--- config.mk ---
export PLATFORM = sky130hd
export DESIGN_NAME = regfile_interlock
export DESIGN_NICKNAME = d
export VERILOG_FILES = /design/src/rtl/ilk_pkg.sv /design/src/rtl/ilk_flag_array.sv /design/src/rtl/ilk_operand_probe.sv /design/src/rtl/regfile_interlock.sv
export SDC_FILE = /design/constraint.sdc
export NUM_CORES = 1
export LEC_CHECK = 0
export BUFFER_PORTS_ARGS = -buffer_cell sky130_fd_sc_hd__buf_2
export CAP_MARGIN = 30
export CELL_PAD_IN_SITES_DETAIL_PLACEMENT = 1
export CELL_PAD_IN_SITES_GLOBAL_PLACEMENT = 1
export CORE_ASPECT_RATIO = 1.1
export CORE_MARGIN = 10
export CORE_UTILIZATION = 25
export CTS_BUF_LIST = sky130_fd_sc_hd__clkbuf_2
export DETAILED_ROUTE_END_ITERATION = 10
export HOLD_SLACK_MARGIN = 0.02
export PLACE_DENSITY_LB_ADDON = 0.25
export SYNTH_ARGS = -nofsm -noshare
export SYNTH_HDL_FRONTEND = slang
export SYNTH_SLANG_ARGS = --single-unit
--- constraint.sdc ---
create_clock -name clk -period 4.6 [get_ports clk]
set_input_delay 0.92 -clock clk [delete_from_list [all_inputs] [get_ports clk]]
set_output_delay 0.92 -clock clk [all_outputs]
set_load 0.05 [all_outputs]
--- src/rtl/ilk_pkg.sv ---
// Package: shared constants and operand-slot enumeration for the
// register interlock. Assumes an architectural register file whose size
// is a power of two.
package ilk_pkg;
    localparam int unsigned DEFAULT_REGS = 32;

    // Operand slots checked by decode; destination is checked like a source.
    typedef enum logic [1:0] {
        SLOT_SRC_A = 2'd0,
        SLOT_SRC_B = 2'd1,
        SLOT_DST   = 2'd2
    } op_slot_e;

    localparam int unsigned NUM_SLOTS = 3;
endpackage

--- src/rtl/ilk_flag_array.sv ---
// Module: one availability flag per register.
// Set on writeback, cleared on issue of a new writer; clear wins when both
// address the same register. Register 0 is tied available.
// Assumes clr_idx is never 0 when clr_en is high (top guarantees this).
module ilk_flag_array #(
    parameter int unsigned NUM_REGS = ilk_pkg::DEFAULT_REGS,
    localparam int unsigned IDX_W   = $clog2(NUM_REGS)
) (
    input  logic                clk,
    input  logic                rst_n,
    input  logic                set_en,
    input  logic [IDX_W-1:0]    set_idx,
    input  logic                clr_en,
    input  logic [IDX_W-1:0]    clr_idx,
    output logic [NUM_REGS-1:0] avail
);
    assign avail[0] = 1'b1;

    for (genvar r = 1; r < NUM_REGS; r++) begin : g_flag
        // Per-register flag: reset available, clear beats set.
        always_ff @(posedge clk) begin
            if (!rst_n) begin
                avail[r] <= 1'b1;
            end else if (clr_en && (clr_idx == IDX_W'(r))) begin
                avail[r] <= 1'b0;
            end else if (set_en && (set_idx == IDX_W'(r))) begin
                avail[r] <= 1'b1;
            end
        end
    end
endmodule

--- src/rtl/ilk_operand_probe.sv ---
// Module: decides whether one decode operand is blocked.
// An operand is blocked when enabled and its register is neither available
// nor being written back this cycle. Purely combinational.
module ilk_operand_probe #(
    parameter int unsigned NUM_REGS = ilk_pkg::DEFAULT_REGS,
    localparam int unsigned IDX_W   = $clog2(NUM_REGS)
) (
    input  logic [NUM_REGS-1:0] avail,
    input  logic                use_en,
    input  logic [IDX_W-1:0]    idx,
    input  logic                wb_wen,
    input  logic [IDX_W-1:0]    wb_dst,
    output logic                blocked
);
    logic bypass_hit;

    // Writeback in the same cycle makes the register look available.
    always_comb begin
        bypass_hit = wb_wen && (wb_dst == idx);
        blocked    = use_en && !(avail[idx] || bypass_hit);
    end
endmodule

--- src/rtl/regfile_interlock.sv ---
// Module: register pending-write interlock for an in-order pipeline.
// Checks both sources and the destination of the decoding instruction
// against per-register availability flags and raises stall on any hit.
// Assumes decode holds its inputs steady while stall is high.
module regfile_interlock #(
    parameter int unsigned NUM_REGS = ilk_pkg::DEFAULT_REGS,
    localparam int unsigned IDX_W   = $clog2(NUM_REGS)
) (
    input  logic             clk,
    input  logic             rst_n,
    input  logic             dec_issue,
    input  logic [IDX_W-1:0] dec_src_a,
    input  logic             dec_src_a_use,
    input  logic [IDX_W-1:0] dec_src_b,
    input  logic             dec_src_b_use,
    input  logic [IDX_W-1:0] dec_dst,
    input  logic             dec_dst_use,
    input  logic [IDX_W-1:0] wb_dst,
    input  logic             wb_wen,
    output logic             stall
);
    import ilk_pkg::*;

    logic [NUM_REGS-1:0]  avail;
    logic [IDX_W-1:0]     slot_idx [NUM_SLOTS];
    logic [NUM_SLOTS-1:0] slot_use;
    logic [NUM_SLOTS-1:0] slot_blk;
    logic                 mark_pending;

    // Gather operand slots into arrays for the probe generate loop.
    always_comb begin
        slot_idx[SLOT_SRC_A] = dec_src_a;
        slot_idx[SLOT_SRC_B] = dec_src_b;
        slot_idx[SLOT_DST]   = dec_dst;
        slot_use[SLOT_SRC_A] = dec_src_a_use;
        slot_use[SLOT_SRC_B] = dec_src_b_use;
        slot_use[SLOT_DST]   = dec_dst_use;
    end

    for (genvar s = 0; s < NUM_SLOTS; s++) begin : g_probe
        ilk_operand_probe #(.NUM_REGS(NUM_REGS)) u_probe (
            .avail   (avail),
            .use_en  (slot_use[s]),
            .idx     (slot_idx[s]),
            .wb_wen  (wb_wen),
            .wb_dst  (wb_dst),
            .blocked (slot_blk[s])
        );
    end

    // Stall decision and the clear request for an instruction that leaves.
    always_comb begin
        stall        = dec_issue && (|slot_blk);
        mark_pending = dec_issue && !stall && dec_dst_use && (dec_dst != '0);
    end

    ilk_flag_array #(.NUM_REGS(NUM_REGS)) u_flags (
        .clk     (clk),
        .rst_n   (rst_n),
        .set_en  (wb_wen),
        .set_idx (wb_dst),
        .clr_en  (mark_pending),
        .clr_idx (dec_dst),
        .avail   (avail)
    );


    idle_no_stall_chk: assert property (@(posedge clk) disable iff (!rst_n)
        !dec_issue |-> !stall);


    src_block_chk: assert property (@(posedge clk) disable iff (!rst_n)
        (dec_issue && dec_src_a_use && !avail[dec_src_a]
         && !(wb_wen && wb_dst == dec_src_a)) |-> stall);


    dst_block_chk: assert property (@(posedge clk) disable iff (!rst_n)
        (dec_issue && dec_dst_use && !avail[dec_dst]
         && !(wb_wen && wb_dst == dec_dst)) |-> stall);


    zero_reg_chk: assert property (@(posedge clk) disable iff (!rst_n)
        (dec_issue && (!dec_src_a_use || dec_src_a == '0)
         && (!dec_src_b_use || dec_src_b == '0)
         && (!dec_dst_use || dec_dst == '0)) |-> !stall);


    stall_no_clear_chk: assert property (@(posedge clk) disable iff (!rst_n)
        (stall && !wb_wen) |=> $stable(avail));


    issue_clear_chk: assert property (@(posedge clk) disable iff (!rst_n)
        (dec_issue && !stall && dec_dst_use && dec_dst != '0)
        |=> !avail[$past(dec_dst)]);


    wb_set_chk: assert property (@(posedge clk) disable iff (!rst_n)
        (wb_wen && !(dec_issue && !stall && dec_dst_use && dec_dst == wb_dst))
        |=> avail[$past(wb_dst)]);
endmodule

==> flow_metrics.env, run 1 <==
export IMPL_worstPathArrival_ps=3020
export IMPL_io_pins=28
export IMPL_synth_net_count=301
export IMPL_drv_slew=0
export IMPL_ys_ff_latch=31
export IMPL_slew_headroom_pct=28.7
export IMPL_largest_reg_flops=31
export IMPL_peakVddDrop_uv=74.8
export IMPL_rsz0062_at_grt="no"
export IMPL_p_leak_nw=0.831
export IMPL_n_fill_cell=1140
export IMPL_synth_area_per_cell_um2=9.03
export IMPL_seqPwrFrac_pct=51.2
export IMPL_grt_pass1_vias=2417
export IMPL_power_frac_comb_pct=25.5
export IMPL_synth_area_leaders="dfxtp_1 25%, mux4_2 13%, a31oi_1 8.6%"
export IMPL_cp_required_ps=3680
export IMPL_netlist_area_um2=2470
export IMPL_status="finished clean"
export IMPL_numCtsBuffers=5
export IMPL_num_vias=2344
export IMPL_skew_ps=24.4
export IMPL_synthDominantCellAreaShare_pct=25.1
export IMPL_tightest_slew_ps=1070
export IMPL_die_area_um2=14300
export IMPL_clk_path_buf_depth=2
export IMPL_clkSlewWorstSetupHoldPaths_ps=150
export IMPL_grt_usage_pct=12.8
export IMPL_grt_start_max_net_pins=33
export IMPL_gr_total_overflow=0
export IMPL_tritoncts_num_sinks=31
export IMPL_top_register="u_flags.avail"
export IMPL_antenna_found_initial=1
export IMPL_ant_nets=0
export IMPL_die_width_um=115
export IMPL_vias_per_cell=5.85
export IMPL_core_area_um2=9750
export IMPL_critPathCaptureType="output port"
export IMPL_internal_power_mw=0.351
export IMPL_yosys_area_top_type="dfxtp_1"
export IMPL_ys_async_sr_fraction_pct=0
export IMPL_layout_min_cycle_time_ps=3940
export IMPL_clock_latency_ps=360
export IMPL_fin_crit_sh_pct=85.7
export IMPL_synthCells=274
export IMPL_drv_cap=0
export IMPL_p_per_area_nw_per_um2=201
export IMPL_critical_path_startpoint_type="input pin"
export IMPL_hold_buffers=0
export IMPL_rows=38
export IMPL_cts_tree="yes"
export IMPL_nNetsFinal=308
export IMPL_final_cells=401
export IMPL_clkPwrFrac_pct=23.4
export IMPL_path_max_fanout=11
export IMPL_grt_pass1_wl_um=14400
export IMPL_hpwl_um=7010
export IMPL_drtPass1Iterations=4
export IMPL_synth_yosys_seq_area_share_pct=25.1
export IMPL_route_detailed_drc=0
export IMPL_yosys_warnings=0
export IMPL_tns_ps=0
export IMPL_drt_first_iter_violations=145
export IMPL_die_h_um=124
export IMPL_hold_viol_final=0
export IMPL_drive_gt1_share_pct=18.9
export IMPL_cts_resized=0
export IMPL_drt_total_wl_um=9120
export IMPL_fmax_mhz=254
export IMPL_wl_per_cell_um=22.7
export IMPL_synth_flop_cell="dfxtp_1"
export IMPL_cts_htree_levels=2
export IMPL_crit_type="input pin to output port"
export IMPL_place_congestion=0.839
export IMPL_cts_root_buffer="clkbuf_2"
export IMPL_p_switching_mw=0.182
export IMPL_reg_largest_list="u_flags.avail: 31 flops"
export IMPL_cts_setup_buffers=0
export IMPL_synth_edf_count=0
export IMPL_dp_cells=394
export IMPL_io_buffers=27
export IMPL_hold_path_class="flop to flop"
export IMPL_finalSetupViolCount=0
export IMPL_area_delta_synth_final_pct=7.08
export IMPL_synth_distinct_cells=43
export IMPL_initial_utilization_pct=25.4
export IMPL_switching_share_pct=34.1
[final cells by class]
class | instances | area, um^2 | share of cell area [%]
timing repair buffer | 29 | 150 | 5.67
clock buffer | 6 | 30.0 | 1.13
inverter | 5 | 18.8 | 0.709
multi-input combinational | 209 | 1680 | 63.3
antenna | 1 | 2.50 | 0.0945
tap | 120 | 150 | 5.67
sequential | 31 | 621 | 23.4
[synthesized netlist by cell type, types with 2 or more instances]
cell type  number
a211oi_1       11
a221o_1         2
a22o_1          2
a311oi_1        4
a31oi_1        34
and2_1          3
and3_1          3
buf_2           3
buf_4           4
buf_6           5
clkbuf_1       16
dfxtp_1        31
inv_1           5
mux2_2          2
mux2i_1         8
mux4_1          5
mux4_2         14
nand2_1        13
nand2b_1        5
nand3_1         3
nand3b_1        3
nand4_1         4
nand4b_1        3
nor2_1         23
nor2b_1         7
nor3_1         26
nor3b_1         2
nor4_1          2
o211ai_1        3
o22ai_1         2
xnor2_1        11
xor2_1          4
[power by group through the flow]
stage	registers (mW)	logic, mW	clock network, mW
after global placement	0.278	0.134	0
after detailed placement	0.278	0.136	0
after CTS	0.272	0.137	0.128
final	0.272	0.136	0.124
after floorplan	0.277	0.101	0
after global routing	0.273	0.148	0.140
[metrics by stage]
stage	util, %	hold WS [ps]	setup slack, ps	total power [mW]	cell area (um^2)
2_1_floorplan	-	517	963	0.378	2470
3_3_place_gp	26.8	572	691	0.413	2620
3_5_place_dp	26.8	593	646	0.414	2620
4_1_cts	27.2	628	639	0.537	2650
5_1_grt	27.2	663	465	0.561	2650
6_report	27.2	625	656	0.532	2650
[routing by layer]
metal | vias to the layer above | track usage [%] | routed length (um)
met1 | 1171 | 16.6 | 4000
met2 | 74 | 20.7 | 4350
li1 | 1077 | - | -
met3 | 22 | 2.36 | 554
met5 | - | 0 | 0
met4 | 0 | 3.79 | 216
[final timing paths]
path,start,to,slack [ps],cells past startpoint
max,dec_src_a[0],stall,660,8
min,u_flags.avail[12],u_flags.avail[12],620,2
min reg2reg,u_flags.avail[12],u_flags.avail[12],620,2
max reg2reg,u_flags.avail[1],u_flags.avail[3],2370,7
[placed cells by master (no fill, tap or decap), types with 4 or more instances in the layout]
cell / n
a211oi_1: 11
a311oi_1: 4
a31oi_1: 34
buf_2: 27
clkbuf_2: 6
dfxtp_1: 31
inv_1: 5
mux2i_1: 8
mux4_1: 5
mux4_2: 14
nand2_1: 13
nand2b_1: 5
nand4_1: 4
nor2_1: 23
nor2b_1: 7
nor3_1: 26
xnor2_1: 11
xor2_1: 4
[logic make-up after synthesis]
group           count (synthesis)  share of synthesized area (%)
simple gates                  100                           21.0
compound gates                 65                           19.0
buf+inv                        34                           7.44
flops                          31                           25.1
mux                            29                           22.2
xor+xnor                       15                           5.31
[worst max-delay path: stages]
cell       delay [ps]
buf_2             280
mux4_1            610
mux2i_1           150
nand2_1            90
a2111oi_2         410
a211oi_4           80
and2b_1           220
buf_2             260
Note: power is estimated with default switching activity, not from simulation.
==> run 2, diff against run 1 <==
--- a/config.mk
+++ b/config.mk
@@ -5,6 +5,7 @@
 export SDC_FILE = /design/constraint.sdc
 export NUM_CORES = 1
 export LEC_CHECK = 0
+export ABC_AREA = 0
 export BUFFER_PORTS_ARGS = -buffer_cell sky130_fd_sc_hd__buf_2
 export CAP_MARGIN = 30
 export CELL_PAD_IN_SITES_DETAIL_PLACEMENT = 1
==> constraint.sdc (replaced) <==
create_clock -name clk -period 4.8 [get_ports clk]
set_input_delay 0.96 -clock clk [delete_from_list [all_inputs] [get_ports clk]]
set_output_delay 0.96 -clock clk [all_outputs]
set_load 0.05 [all_outputs]
==> run 2 against run 1 <==
Against the previous run:
- worst setup slack improved by 110 ps
- power decreased by 3.8%
- clock skew shrank 2.7 ps
- combinational power is essentially flat
- global-route usage down 0.053 points
- sequential share of layout area decreased by 0.24 points
- sequential power down 4%
- via count about the same
- cell count is 0.25% higher
- non-clock buffer count up 1
- critical path depth did not move
- routed wire length up 0.37%
- critical path type unchanged
- critical endpoint unchanged
- largest cell class unchanged
==> flow_metrics.env, run 2 (same netlist as run 1, synthesis figures left out) <==
export IMPL_p_switching_mw=0.174
export IMPL_r2r_cells=7
export IMPL_cp_required_ps=3840
export IMPL_path_max_fanout=11
export IMPL_drive_gt1_share_pct=19.2
export IMPL_cts_setup_buffers=0
export IMPL_die_area_um2=14300
export IMPL_setup_worst_path_end="stall"
export IMPL_clock_latency_ps=360
export IMPL_regToRegSetupSlack_ps=2560
export IMPL_critical_path_startpoint_type="input pin"
export IMPL_final_cell_mix="34 x a31oi_1, 31 x dfxtp_1, 27 x buf_2"
export IMPL_grt_usage_pct=12.7
export IMPL_final_common_cell="a31oi_1"
export IMPL_gr_total_overflow=0
export IMPL_status="finished clean"
export IMPL_drv_slew=0
export IMPL_die_h_um=124
export IMPL_initial_utilization_pct=25.4
export IMPL_drt_first_iter_violations=166
export IMPL_drtPass1Iterations=4
export IMPL_grt_pass1_wl_um=14400
export IMPL_cts_htree_levels=2
export IMPL_grt_start_max_net_pins=33
export IMPL_finalSetupViolCount=0
export IMPL_p_leak_nw=0.844
export IMPL_tns_ps=0
export IMPL_hpwl_um=6980
export IMPL_grt_pass1_vias=2443
export IMPL_fin_crit_sh_pct=84.1
export IMPL_crit_type="input pin to output port"
export IMPL_io_buffers=27
export IMPL_fmax_mhz=248
export IMPL_p_per_area_nw_per_um2=191
export IMPL_clk_path_buf_depth=2
export IMPL_critPathCaptureType="output port"
export IMPL_rsz0062_at_grt="no"
export IMPL_internal_power_mw=0.338
export IMPL_layout_min_cycle_time_ps=4040
export IMPL_io_pins=28
export IMPL_route_detailed_drc=0
export IMPL_hold_viol_final=0
export IMPL_clkSlewWorstSetupHoldPaths_ps=160
export IMPL_skew_ps=21.8
export IMPL_core_area_um2=9750
export IMPL_p_total_mw=0.512
export IMPL_startpoint="dec_src_a[0]"
export IMPL_seqPwrFrac_pct=51.0
export IMPL_hold_ws_ps=629
export IMPL_place_congestion=0.839
export IMPL_peakVddDrop_uv=73.7
export IMPL_wl_per_cell_um=22.8
export IMPL_tightest_slew_ps=1060
export IMPL_power_frac_comb_pct=26.0
export IMPL_vias_per_cell=5.83
export IMPL_ant_nets=0
export IMPL_switching_share_pct=33.9
export IMPL_slew_headroom_pct=28.6
export IMPL_drt_total_wl_um=9160
export IMPL_pre_cts_slack_ps=762
export IMPL_hold_path_class="flop to flop"
export IMPL_top_register="u_flags.avail"
export IMPL_clkPwrFrac_pct=23.0
export IMPL_rr_startpoint="u_flags.avail[1]"
export IMPL_tritoncts_num_sinks=31
export IMPL_worstReg2RegEnd="u_flags.avail[2]"
export IMPL_cts_resized=0
export IMPL_numCtsBuffers=5
export IMPL_nNetsFinal=309
export IMPL_cts_tree="yes"
export IMPL_worst_slack_ps=762
export IMPL_worstPathArrival_ps=3080
export IMPL_drv_cap=0
export IMPL_largest_reg_flops=31
export IMPL_area_delta_synth_final_pct=8.19
export IMPL_rows=38
export IMPL_reg_largest_list="u_flags.avail: 31 flops"
export IMPL_num_vias=2343
export IMPL_antenna_found_initial=1
export IMPL_cts_root_buffer="clkbuf_2"
export IMPL_die_width_um=115
export IMPL_hold_buffers=0
==> run 2: cell type report <==
cell class | count | area, um^2
fill | 1142 | 7070
multi-input combinational | 209 | 1680
sequential | 31 | 621
timing repair buffer | 30 | 178
tap | 120 | 150
clock buffer | 6 | 30.0
inverter | 5 | 18.8
antenna | 1 | 2.50
==> run 2: metal layers <==
metal	GRT usage [%]	share of wire (%)
met1	16.1	46
met3	2.31	3.5
met2	20.9	49
met4	4.23	1.7
met5	0	0
==> run 2: worst min path at each step <==
stage                 startpoint                end  slack (ps)  cells after the start
3_5_place_dp   u_flags.avail[12]  u_flags.avail[12]         590                      2
4_1_cts        u_flags.avail[12]  u_flags.avail[12]         630                      2
6_report       u_flags.avail[16]  u_flags.avail[16]         630                      2
2_1_floorplan   u_flags.avail[7]   u_flags.avail[7]         520                      2
5_1_grt        u_flags.avail[17]  u_flags.avail[17]         660                      2
3_3_place_gp   u_flags.avail[21]  u_flags.avail[21]         570                      2
==> run 2: critical path: stages <==
cell	delay, ps
buf_2	280
mux4_1	610
mux2i_1	150
nand2_1	90
a2111oi_2	420
a211oi_4	90
and2b_1	220
buf_2	260
==> run 2: stage by stage <==
stage | std cells | area [um^2] | utilization [%]
floorplan | 274 | 2470 | -
global placement | 394 | 2620 | 26.8
detailed placement | 394 | 2620 | 26.8
CTS | 400 | 2650 | 27.2
global route | 402 | 2680 | 27.5
finish | 402 | 2680 | 27.5
==> run 2: power by group through the flow <==
stage	registers [mW]	clock network, mW	logic, mW
after detailed placement	0.267	0	0.130
final	0.261	0.118	0.133
after global placement	0.266	0	0.129
after floorplan	0.265	0	0.0964
after CTS	0.261	0.124	0.130
after global routing	0.261	0.134	0.144
